## src/rtl/dram_ctl_pkg.sv

```systemverilog
// Shared types for the DRAM access/refresh controller.
// Assumes: one sequencer owns the memory pins; states are few and fixed.
package dram_ctl_pkg;

    // Sequencer states: host access path and refresh path
    typedef enum logic [2:0] {
        ST_IDLE     = 3'd0,
        ST_ROW      = 3'd1,
        ST_COL      = 3'd2,
        ST_DONE     = 3'd3,
        ST_RF_OPEN  = 3'd4,
        ST_RF_CLOSE = 3'd5
    } ctl_state_t;

    // Which source drives the shared address pins
    typedef enum logic [1:0] {
        AS_ROW = 2'd0,
        AS_COL = 2'd1,
        AS_REF = 2'd2
    } addr_src_t;

endpackage

```

## src/rtl/dram_refresh_timer.sv

```systemverilog
// Refresh interval timer.
// Counts clock cycles and raises a sticky refresh request every
// 'interval' cycles; the request drops when the sequencer grants it.
// Assumes: an interval of 0 or 1 means "request every cycle".
// After reset the request is already set, so row 0 is refreshed first.
module dram_refresh_timer #(
    parameter int IVL_BITS = 16
) (
    input  logic                clk,
    input  logic                rst_n,
    input  logic [IVL_BITS-1:0] interval,
    input  logic                grant,
    output logic                pending
);
    logic [IVL_BITS-1:0] count_q;
    logic                fire;

    // Interval reached when the next count would meet the programmed value
    always_comb begin
        fire = ({1'b0, count_q} + {{IVL_BITS{1'b0}}, 1'b1}) >= {1'b0, interval};
    end

    // Free-running count and sticky request flag
    always_ff @(posedge clk) begin
        if (!rst_n) begin
            count_q <= '0;
            pending <= 1'b1;
        end else begin
            count_q <= fire ? '0 : count_q + 1'b1;
            pending <= fire | (pending & ~grant);
        end
    end
endmodule

```

## src/rtl/dram_refresh_row.sv

```systemverilog
// Refresh row counter.
// Holds the row that the next refresh opens; steps by one per refresh
// and wraps after the last row of the array.
// Assumes: the row count is a power of two given by ROW_BITS.
module dram_refresh_row #(
    parameter int ROW_BITS = 11
) (
    input  logic                clk,
    input  logic                rst_n,
    input  logic                advance,
    output logic [ROW_BITS-1:0] row
);
    localparam logic [ROW_BITS-1:0] LAST_ROW = {ROW_BITS{1'b1}};

    // Step through the rows in order, wrapping at the last one
    always_ff @(posedge clk) begin
        if (!rst_n) begin
            row <= '0;
        end else if (advance) begin
            row <= (row == LAST_ROW) ? '0 : row + 1'b1;
        end
    end
endmodule

```

## src/rtl/dram_addr_mux.sv

```systemverilog
// Shared address pin multiplexer.
// Places the latched row, the latched column or the refresh row on the
// narrow address bus, zero-extended to the pin width.
// Assumes: PIN_BITS is at least as wide as both ROW_BITS and COL_BITS.
module dram_addr_mux
    import dram_ctl_pkg::*;
#(
    parameter int ROW_BITS = 11,
    parameter int COL_BITS = 11,
    parameter int PIN_BITS = 11
) (
    input  addr_src_t           src,
    input  logic [ROW_BITS-1:0] host_row,
    input  logic [COL_BITS-1:0] host_col,
    input  logic [ROW_BITS-1:0] ref_row,
    output logic [PIN_BITS-1:0] pins
);
    // Select one source and widen it to the pin bus
    always_comb begin
        pins = '0;
        unique case (src)
            AS_COL:  pins[COL_BITS-1:0] = host_col;
            AS_REF:  pins[ROW_BITS-1:0] = ref_row;
            default: pins[ROW_BITS-1:0] = host_row;
        endcase
    end
endmodule

```

## src/rtl/dram_refresh_ctrl.sv

```systemverilog
// DRAM access and refresh controller (top).
// Accepts host reads and writes on a req/ready port and turns each one into
// a row phase, a column phase and a restore phase on a shared address bus.
// Periodic refresh opens and closes one row per request, without a column
// phase. A pending refresh wins over a waiting host request, but never
// interrupts an access in flight.
// Assumes: the host holds req, we, addr and wdata stable until ready.
// The array returns read data combinationally during the column select.
module dram_refresh_ctrl
    import dram_ctl_pkg::*;
#(
    parameter int ROW_BITS  = 11,
    parameter int COL_BITS  = 11,
    parameter int DATA_BITS = 4,
    parameter int IVL_BITS  = 16,
    localparam int ADDR_BITS = ROW_BITS + COL_BITS,
    localparam int PIN_BITS  = (ROW_BITS > COL_BITS) ? ROW_BITS : COL_BITS
) (
    input  logic                 clk,
    input  logic                 rst_n,
    input  logic [IVL_BITS-1:0]  refresh_interval,
    input  logic                 host_req,
    input  logic                 host_we,
    input  logic [ADDR_BITS-1:0] host_addr,
    input  logic [DATA_BITS-1:0] host_wdata,
    output logic                 host_ready,
    output logic                 host_rvalid,
    output logic [DATA_BITS-1:0] host_rdata,
    output logic [PIN_BITS-1:0]  mem_addr,
    output logic                 mem_row_sel,
    output logic                 mem_col_sel,
    output logic                 mem_wr,
    output logic [DATA_BITS-1:0] mem_wdata,
    input  logic [DATA_BITS-1:0] mem_rdata
);
    ctl_state_t           state_q, state_d;
    logic [ROW_BITS-1:0]  row_q;
    logic [COL_BITS-1:0]  col_q;
    logic                 we_q;
    logic [DATA_BITS-1:0] wdata_q;
    logic [DATA_BITS-1:0] rdata_q;
    logic                 ref_pending;
    logic                 ref_grant;
    logic                 ref_advance;
    logic [ROW_BITS-1:0]  ref_row;
    logic                 accept;
    addr_src_t            addr_src;

    dram_refresh_timer #(.IVL_BITS(IVL_BITS)) u_timer (
        .clk      (clk),
        .rst_n    (rst_n),
        .interval (refresh_interval),
        .grant    (ref_grant),
        .pending  (ref_pending)
    );

    dram_refresh_row #(.ROW_BITS(ROW_BITS)) u_rowcnt (
        .clk     (clk),
        .rst_n   (rst_n),
        .advance (ref_advance),
        .row     (ref_row)
    );

    dram_addr_mux #(
        .ROW_BITS (ROW_BITS),
        .COL_BITS (COL_BITS),
        .PIN_BITS (PIN_BITS)
    ) u_mux (
        .src      (addr_src),
        .host_row (row_q),
        .host_col (col_q),
        .ref_row  (ref_row),
        .pins     (mem_addr)
    );

    // Next-state logic: refresh first, then host, fixed-length phases
    always_comb begin
        state_d     = state_q;
        ref_grant   = 1'b0;
        ref_advance = 1'b0;
        accept      = 1'b0;
        unique case (state_q)
            ST_IDLE: begin
                if (ref_pending) begin
                    ref_grant = 1'b1;
                    state_d   = ST_RF_OPEN;
                end else if (host_req) begin
                    accept  = 1'b1;
                    state_d = ST_ROW;
                end
            end
            ST_ROW:      state_d = ST_COL;
            ST_COL:      state_d = ST_DONE;
            ST_DONE:     state_d = ST_IDLE;
            ST_RF_OPEN:  state_d = ST_RF_CLOSE;
            ST_RF_CLOSE: begin
                ref_advance = 1'b1;
                state_d     = ST_IDLE;
            end
            default:     state_d = ST_IDLE;
        endcase
    end

    // State register
    always_ff @(posedge clk) begin
        if (!rst_n) state_q <= ST_IDLE;
        else        state_q <= state_d;
    end

    // Capture the request fields when an access is accepted
    always_ff @(posedge clk) begin
        if (!rst_n) begin
            row_q   <= '0;
            col_q   <= '0;
            we_q    <= 1'b0;
            wdata_q <= '0;
        end else if (accept) begin
            row_q   <= host_addr[ADDR_BITS-1:COL_BITS];
            col_q   <= host_addr[COL_BITS-1:0];
            we_q    <= host_we;
            wdata_q <= host_wdata;
        end
    end

    // Sample array data at the end of the column phase
    always_ff @(posedge clk) begin
        if (!rst_n)                 rdata_q <= '0;
        else if (state_q == ST_COL) rdata_q <= mem_rdata;
    end

    // Pin and host outputs decoded from the registered state
    always_comb begin
        mem_row_sel = (state_q != ST_IDLE);
        mem_col_sel = (state_q == ST_COL);
        mem_wr      = (state_q == ST_COL) && we_q;
        mem_wdata   = mem_wr ? wdata_q : '0;
        host_ready  = (state_q == ST_DONE);
        host_rvalid = (state_q == ST_DONE) && !we_q;
        host_rdata  = host_rvalid ? rdata_q : '0;
        if (state_q == ST_RF_OPEN || state_q == ST_RF_CLOSE) addr_src = AS_REF;
        else if (state_q == ST_COL)                          addr_src = AS_COL;
        else                                                 addr_src = AS_ROW;
    end
endmodule

```

## config.mk

```make
export PLATFORM = sky130hd
export DESIGN_NAME = dram_refresh_ctrl
export DESIGN_NICKNAME = d
export VERILOG_FILES = /design/src/rtl/dram_ctl_pkg.sv /design/src/rtl/dram_refresh_timer.sv /design/src/rtl/dram_refresh_row.sv /design/src/rtl/dram_addr_mux.sv /design/src/rtl/dram_refresh_ctrl.sv
export SDC_FILE = /design/constraint.sdc
export NUM_CORES = 1
export LEC_CHECK = 0
export CORE_MARGIN = 1
export CORE_UTILIZATION = 40
export CTS_CLUSTER_DIAMETER = 40
export CTS_CLUSTER_SIZE = 24
export DETAILED_ROUTE_END_ITERATION = 7
export PLACE_DENSITY = 0.61
export SLEW_MARGIN = 20
export SYNTH_ARGS = -nofsm -noshare
export SYNTH_HDL_FRONTEND = slang
export SYNTH_SLANG_ARGS = --single-unit
```

## constraint.sdc

```tcl
create_clock -name clk -period 3.45 [get_ports clk]
set_clock_uncertainty 0.1 [all_clocks]
set_input_delay 0.5175 -clock clk [delete_from_list [all_inputs] [get_ports clk]]
set_output_delay 0.5175 -clock clk [all_outputs]
set_load 0.05 [all_outputs]
```

### Word-level counts from Yosys, hierarchy flattened

Index checks and enable logic that the tools add are counted.

| cells by class | value |
|---|---|
| muxes and demuxes | 15 |
| bitwise operators | 4 |
| add/subtract/negate cells | 3 |
| equal/unequal tests | 9 |
| magnitude comparators | 1 |
| reduce and logical (&&, ||, !) cells | 7 |

Operators with widths:

| operator | number |
|---|---|
| 11-bit one-hot mux with 2 select lines | 1 |
| 16-bit by 1-bit adder with 17-bit output, second input constant | 1 |
| 17-bit by 16-bit >= comparator with 1-bit output | 1 |
| 16-bit by 1-bit adder with 16-bit output, second input constant | 1 |
| 3-bit one-hot mux with 4 select lines | 1 |
| 11-bit by 1-bit adder with 11-bit output, second input constant | 1 |
| 11-bit == test, second input constant | 1 |
| 11-bit 2-to-1 mux | 1 |
| 4-bit 2-to-1 mux | 2 |
| 1-bit 2-to-1 mux | 7 |
| 3-bit by 2-bit == test with 1-bit output, second input constant | 2 |
| 3-bit == test, second input constant | 2 |
| 3-bit 2-to-1 mux | 2 |
| 3-bit by 1-bit == test with 1-bit output, second input constant | 1 |
| 3-bit logical NOT | 1 |
| 3-bit by 2-bit != test with 1-bit output, second input constant | 1 |
| 3-bit nonzero test | 1 |
| 2-bit by 1-bit == test with 1-bit output, second input constant | 1 |
| 2-bit == test, second input constant | 1 |
| 1-bit logical AND | 2 |
| 2-bit 2-to-1 mux | 1 |
| 1-bit NOT | 2 |
| 2-bit OR reduction | 1 |
| 1-bit bitwise AND | 1 |
| other kinds (3) | 3 |

| storage, ports and cells | value |
|---|---|
| logic and storage cells | 48 |
| register bits after elaboration | 62 |
| input port bits | 50 |
| output and inout port bits | 24 |

### Depth between registers and ports, before layout

| depth | value |
|---|---|
| depth after elaboration | 5 |
| mapped depth | 13 |
| mapped depth without buffers | 10 |

### By module

A second synthesis with hierarchy kept.

| second synthesis, totals | value |
|---|---|
| cell total of the unflattened synthesis | 397 |
| area total of the unflattened synthesis | 3439.5 um^2 |

By module, submodules not included:

| module | area each (um^2) | seq. area each (um^2) | cells each | times used |
|---|---|---|---|---|
| dram_refresh_ctrl | 1519.0 | 680.7 | 163 | 1 |
| dram_refresh_timer | 1174.9 | 340.3 | 138 | 1 |
| dram_refresh_row | 496.7 | 220.2 | 55 | 1 |
| dram_addr_mux | 249.0 | 0.0 | 41 | 1 |

### Least setup slack after synthesis

Ideal clock, no wire load.

| path | value |
|---|---|
| kind | register -> output |
| start | register state_q[2] |
| end | output host_rdata[0] |
| data required time | 2.832 ns |
| data arrival time | 2.345 ns |
| buffers on the path | 1 |
| path slack | 0.487 ns |
| cell stages (with the launch flop) | 4 |
| cell sequence | dfxtp_1 -> clkbuf_1 -> nor3_1 -> and2_1 |

| between the ends | value |
|---|---|
| word-level cells in the longest chain between the ends | 3 |

RTL lines:

| item | line | RTL |
|---|---|---|
| start: declaration | dram_refresh_ctrl.sv:36 | `ctl_state_t state_q, state_d;` |
| start signal: assignment | dram_refresh_ctrl.sv:107 | `else state_q <= state_d;` |
| 3-bit by 2-bit == test with 1-bit output | dram_refresh_ctrl.sv:138 | `host_rvalid = (state_q == ST_DONE) && !we_q;` |
| 1-bit logical AND | dram_refresh_ctrl.sv:138 |  |
| via host_rvalid | dram_refresh_ctrl.sv:27 | `output logic host_rvalid,` |
| 4-bit 2-to-1 mux | dram_refresh_ctrl.sv:139 | `host_rdata = host_rvalid ? rdata_q : '0;` |
| end: declaration | dram_refresh_ctrl.sv:28 | `output logic [DATA_BITS-1:0] host_rdata,` |

The timed path passes the listed nets, and every way through them passes these cells.

### Worst setup path after layout

| path | value |
|---|---|
| start | register u_timer.count_q[2] |
| end | register u_timer.count_q[3] |

| between the ends | value |
|---|---|
| word-level cells in the longest chain between the ends | 3 |
| elaborated cells between the ends (all ways) | 4 |
| classes of those cells | 2 x add/sub; 1 x order compare; 1 x reduce/logical |

RTL lines:

| item | line | RTL |
|---|---|---|
| start: declaration | dram_refresh_timer.sv:15 | `logic [IVL_BITS-1:0] count_q;` |
| start signal: assignment | dram_refresh_timer.sv:29 | `count_q <= fire ? '0 : count_q + 1'b1;` |
| 16-bit by 1-bit adder with 17-bit output | dram_refresh_timer.sv:20 | `fire = ({1'b0, count_q} + {{IVL_BITS{1'b0}}, 1'b1}) >= {1'b0, interval};` |
| 17-bit by 16-bit >= comparator with 1-bit output | dram_refresh_timer.sv:20 |  |
| 2-bit OR reduction (no source line) | n/a |  |

Parallel ways exist; a longest one is shown, timed or not.
A chain may end at the register's enable or synchronous reset.

==> impl_summary.txt <==
----------------------------------------------------
[Power and ir drop]
  Worst ir drop on vdd ... 0.366 mV
  Relative contribution of combinational cells to total power ... 36.4%
  Leakage Power ... 1.80 nW
  Reg power frac ... 38.6%
  Portion of total power attributed to the clock network ... 25.0%
  Int Power ... 1.38 mW
  Switching part of the total ... 35.0%
  Power per standard cell area ... 465 mW/mm²
  Switching pwr ... 0.743 mW

[Clock network]
  Hold buffer count at CTS ... 0
  Number of buffers on the longest clock path ... 2
  Post-cts sizing count ... 0
  CTS clock-pin slew for the worst setup and hold paths ... 0.06 ns
  Later-pin clock latency in the skew report ... 0.33 ns
  Number of buffers created by CTS ... 9
  Setup repair bufs after CTS ... 0
  CTS Sinks ... 62
  Count of H-tree levels built during CTS ... 3
  Clock tree from TritonCTS ... built
  Cell at the root of the clock tree ... clkbuf_8

[STA]
  Max Freq ... 0.329 GHz
  Unrepaired setup endpoints after global routing ... no
  Smallest hold slack ... 0.356 ns
  Measured slew at the worst slew-check pin ... 1.01 ns
  Number of max-slew violations in the final report ... 0
  Shortest period the worst path allows ... 3.04 ns
  Final count of negative-setup-slack endpoints ... 0
  Max-Slew Margin vs Limit ... 32.5%
  Setup TNS ... 0 ns
  Final number of hold-violating endpoints ... 0
  Tcrit/Tclk final ... 88.0%

[Detailed routing]
  Total routed wirelength ... 7.80 mm
  Number of vias after detailed routing ... 2,931
  Number of optimization iterations in the first detailed-route pass ... 4
  Iteration-0 DRC count of the detailed router ... 59
  DRC violation count after routing ... 0
  ANT nets after route ... 0
  Routed wirelength normalized by instance count ... 13.3 µm
  Via density per instance ... 5.00

[Synth]
  Most instantiated flip-flop cell in the synthesis netlist ... dfxtp_1
  Number of instances in the synthesized netlist ... 407
  Cell type with the highest aggregate area in the netlist ... dfxtp_1
  Post-synthesis cell area ... 0.00344 mm²
  Syn Nets ... 475
  Sequential element share of the synthesized area ... 36.1%
  Register bit count reported by yosys ... 62
  Number of enable-type register cells in the synthesized netlist ... 0
  Distinct cells, synth ... 41
  Post-Syn Area per Cell ... 8.44 µm²
  Dominant cells by area after synthesis ... dfxtp_1 (36%), nand2_1 (8.7%), ha_1 (6.6%)
  Yosys warning count ... 0
  Proportion of register bits with asynchronous set or reset after synthesis ... 0%
  Synth top area share ... 36.1%

[Run status]
  Run status ... finished clean

[Min path]
  Worst hold path class ... register to register
  Worst hold stages ... 2

[Floorplanning]
  Die width ... 94.7 µm
  Placement Rows ... 33
  Effective utilization at floorplan ... 41.6%
  Die footprint ... 0.00896 mm²
  Die extent in y ... 94.7 µm
  Top-Level Pins ... 74
  Area of the placeable core ... 0.00826 mm²

[GRT]
  Total grt overflow ... 0
  Vias in the first global route ... 2,839
  Wire length of the first global-routing pass ... 13.0 mm
  Largest net degree at the start of global routing ... 40
  Initial antenna violation count ... 0
  Combined global-route utilization of all metal layers ... 18.5%

[Cells and area]
  Relative area change from synthesis to final layout ... 32.6%
  Share of final-layout standard cells stronger than drive strength 1 ... 12.3%
  # nets final ... 546
  Final antenna diode count ... 0

[Worst setup path]
  Delay-heaviest family, CP ... simple AND/OR/NAND/NOR gates
  Buffers and inverters on the worst path ... 1
  Endpoint required time on the critical path ... 3.61 ns
  Type of the setup path with the least slack ... register to register
  Reg2reg path depth ... 11
  Data arrival time of the worst path ... 3.19 ns
  Setup crit end kind ... register
  Delay of the slowest cell on the worst path ... 0.45 ns
  Kind of start point of the critical path ... register
  Worst-path cell with the longest stage delay ... a311o_1
  Crit path depth ... 11
  Crit path cell chain ... and4_1 > nand4_1 > nor2_1 > xor2_1 > ha_1 > a21o_1 > a21oi_1 > o21ai_0 > a311o_1 > buf_4 > nor3b_1
  Largest fanout on the critical path ... 11

[Place]
  Last weighted congestion value of the routability-driven placer ... 0.822
  IO Port Bufs ... 73
  Post-detail-place hpwl ... 5.75 mm

[Flow run]
  Number of violations of the max-capacitance limit ... 0

----------------------------------------------------
-- final timing paths --
path,slack (ns),endpoint,start
max,0.41,u_timer.count_q[3],u_timer.count_q[2]
min,0.36,rdata_q[3],rdata_q[3]
max reg2reg,0.41,u_timer.count_q[3],u_timer.count_q[2]
min reg2reg,0.36,rdata_q[3],rdata_q[3]
-- routing by layer --
metal	up-vias	part of all wire [%]	GRT usage, %
li1	1523	-	-
met1	1352	46	22.1
met2	50	50	33.0
met3	6	3.7	4.91
met4	0	0.85	4.17
met5	-	0	0
-- cell type report --
class / instances / area, µm²
fill: 802 / 3700
clock inverter: 2 / 10.0
tap: 105 / 131
inverter: 19 / 71.3
sequential: 62 / 1240
multi-input combinational: 304 / 2000
timing repair buffer: 82 / 958
clock buffer: 12 / 145
-- sequential cells by signal, summed over array words and instances, names as in the netlist --
register         count
u_timer.count_q     16
col_q               11
row_q               11
u_rowcnt.row        11
rdata_q              4
wdata_q              4
state_q              3
u_timer.pending      1
we_q                 1
-- power by group through the flow --
stage,clock network [mW],registers [mW],logic [mW]
after floorplan,0,0.809,0.465
after global placement,0,0.832,0.771
after detailed placement,0,0.833,0.774
after CTS,0.552,0.818,0.779
after global routing,0.581,0.825,0.827
final,0.530,0.818,0.771
-- cells in the mapped netlist (3+ instances only) --
cell type / n
nand2_1: 80
dfxtp_1: 62
a21boi_0: 28
inv_1: 19
ha_1: 18
nor2_1: 18
a21oi_1: 16
xnor2_1: 15
and2_1: 14
a211oi_1: 12
clkbuf_1: 12
nor2b_1: 12
mux2i_1: 11
nand4_1: 10
nor3b_2: 10
nand3_1: 9
nor3_1: 9
xor2_1: 9
buf_2: 6
nor3b_1: 6
a21boi_1: 4
o21ai_0: 3
-- kinds of logic after synthesis --
logic type	Yosys count	synth area share, %
compound gates	71	14.3
flops	62	36.1
mux	11	3.20
buf+inv	41	5.72
fa+ha+maj	18	6.56
simple gates	180	28.0
xor+xnor	24	6.12
-- cell usage in the layout (no fill, tap or decap), types with 3 or more instances in the layout --
cell,Yosys,routed
xor2_1,9,9
and2_1,14,14
xnor2_1,15,15
buf_12,1,17
mux2i_1,11,11
clkdlybuf4s50_1,0,52
nand3_1,9,9
dfxtp_1,62,62
nor3b_2,10,10
a21boi_1,4,4
nor3_1,9,9
inv_1,19,19
ha_1,18,18
nor2_1,18,18
nand2_1,80,80
a21oi_1,16,16
nor3b_1,6,6
buf_4,1,13
a21boi_0,28,28
nor2b_1,12,12
nand4_1,10,10
a211oi_1,12,12
o21ai_0,3,3
clkbuf_8,0,10
-- stage by stage --
stage	area [µm²]	utilization, %	worst slack, ns	std cells	total power [mW]
3_5_place_dp	4400	53.3	0.430	572	1.61
6_report	4560	55.2	0.413	586	2.12
4_1_cts	4560	55.2	0.414	586	2.15
5_1_grt	4560	55.2	0.170	586	2.23
2_1_floorplan	3440	-	0.487	407	1.27
3_3_place_gp	4400	53.3	0.514	572	1.60
-- worst register-to-register path, stage by stage (launching register included) --
cell and delay [ns]:
dfxtp_1 0.40, and4_1 0.36, nand4_1 0.20, nor2_1 0.16, xor2_1 0.19, ha_1 0.27
a21o_1 0.16, a21oi_1 0.13, o21ai_0 0.10, a311o_1 0.45, buf_4 0.24, nor3b_1 0.19
Note: power is estimated with default switching activity, not from simulation.
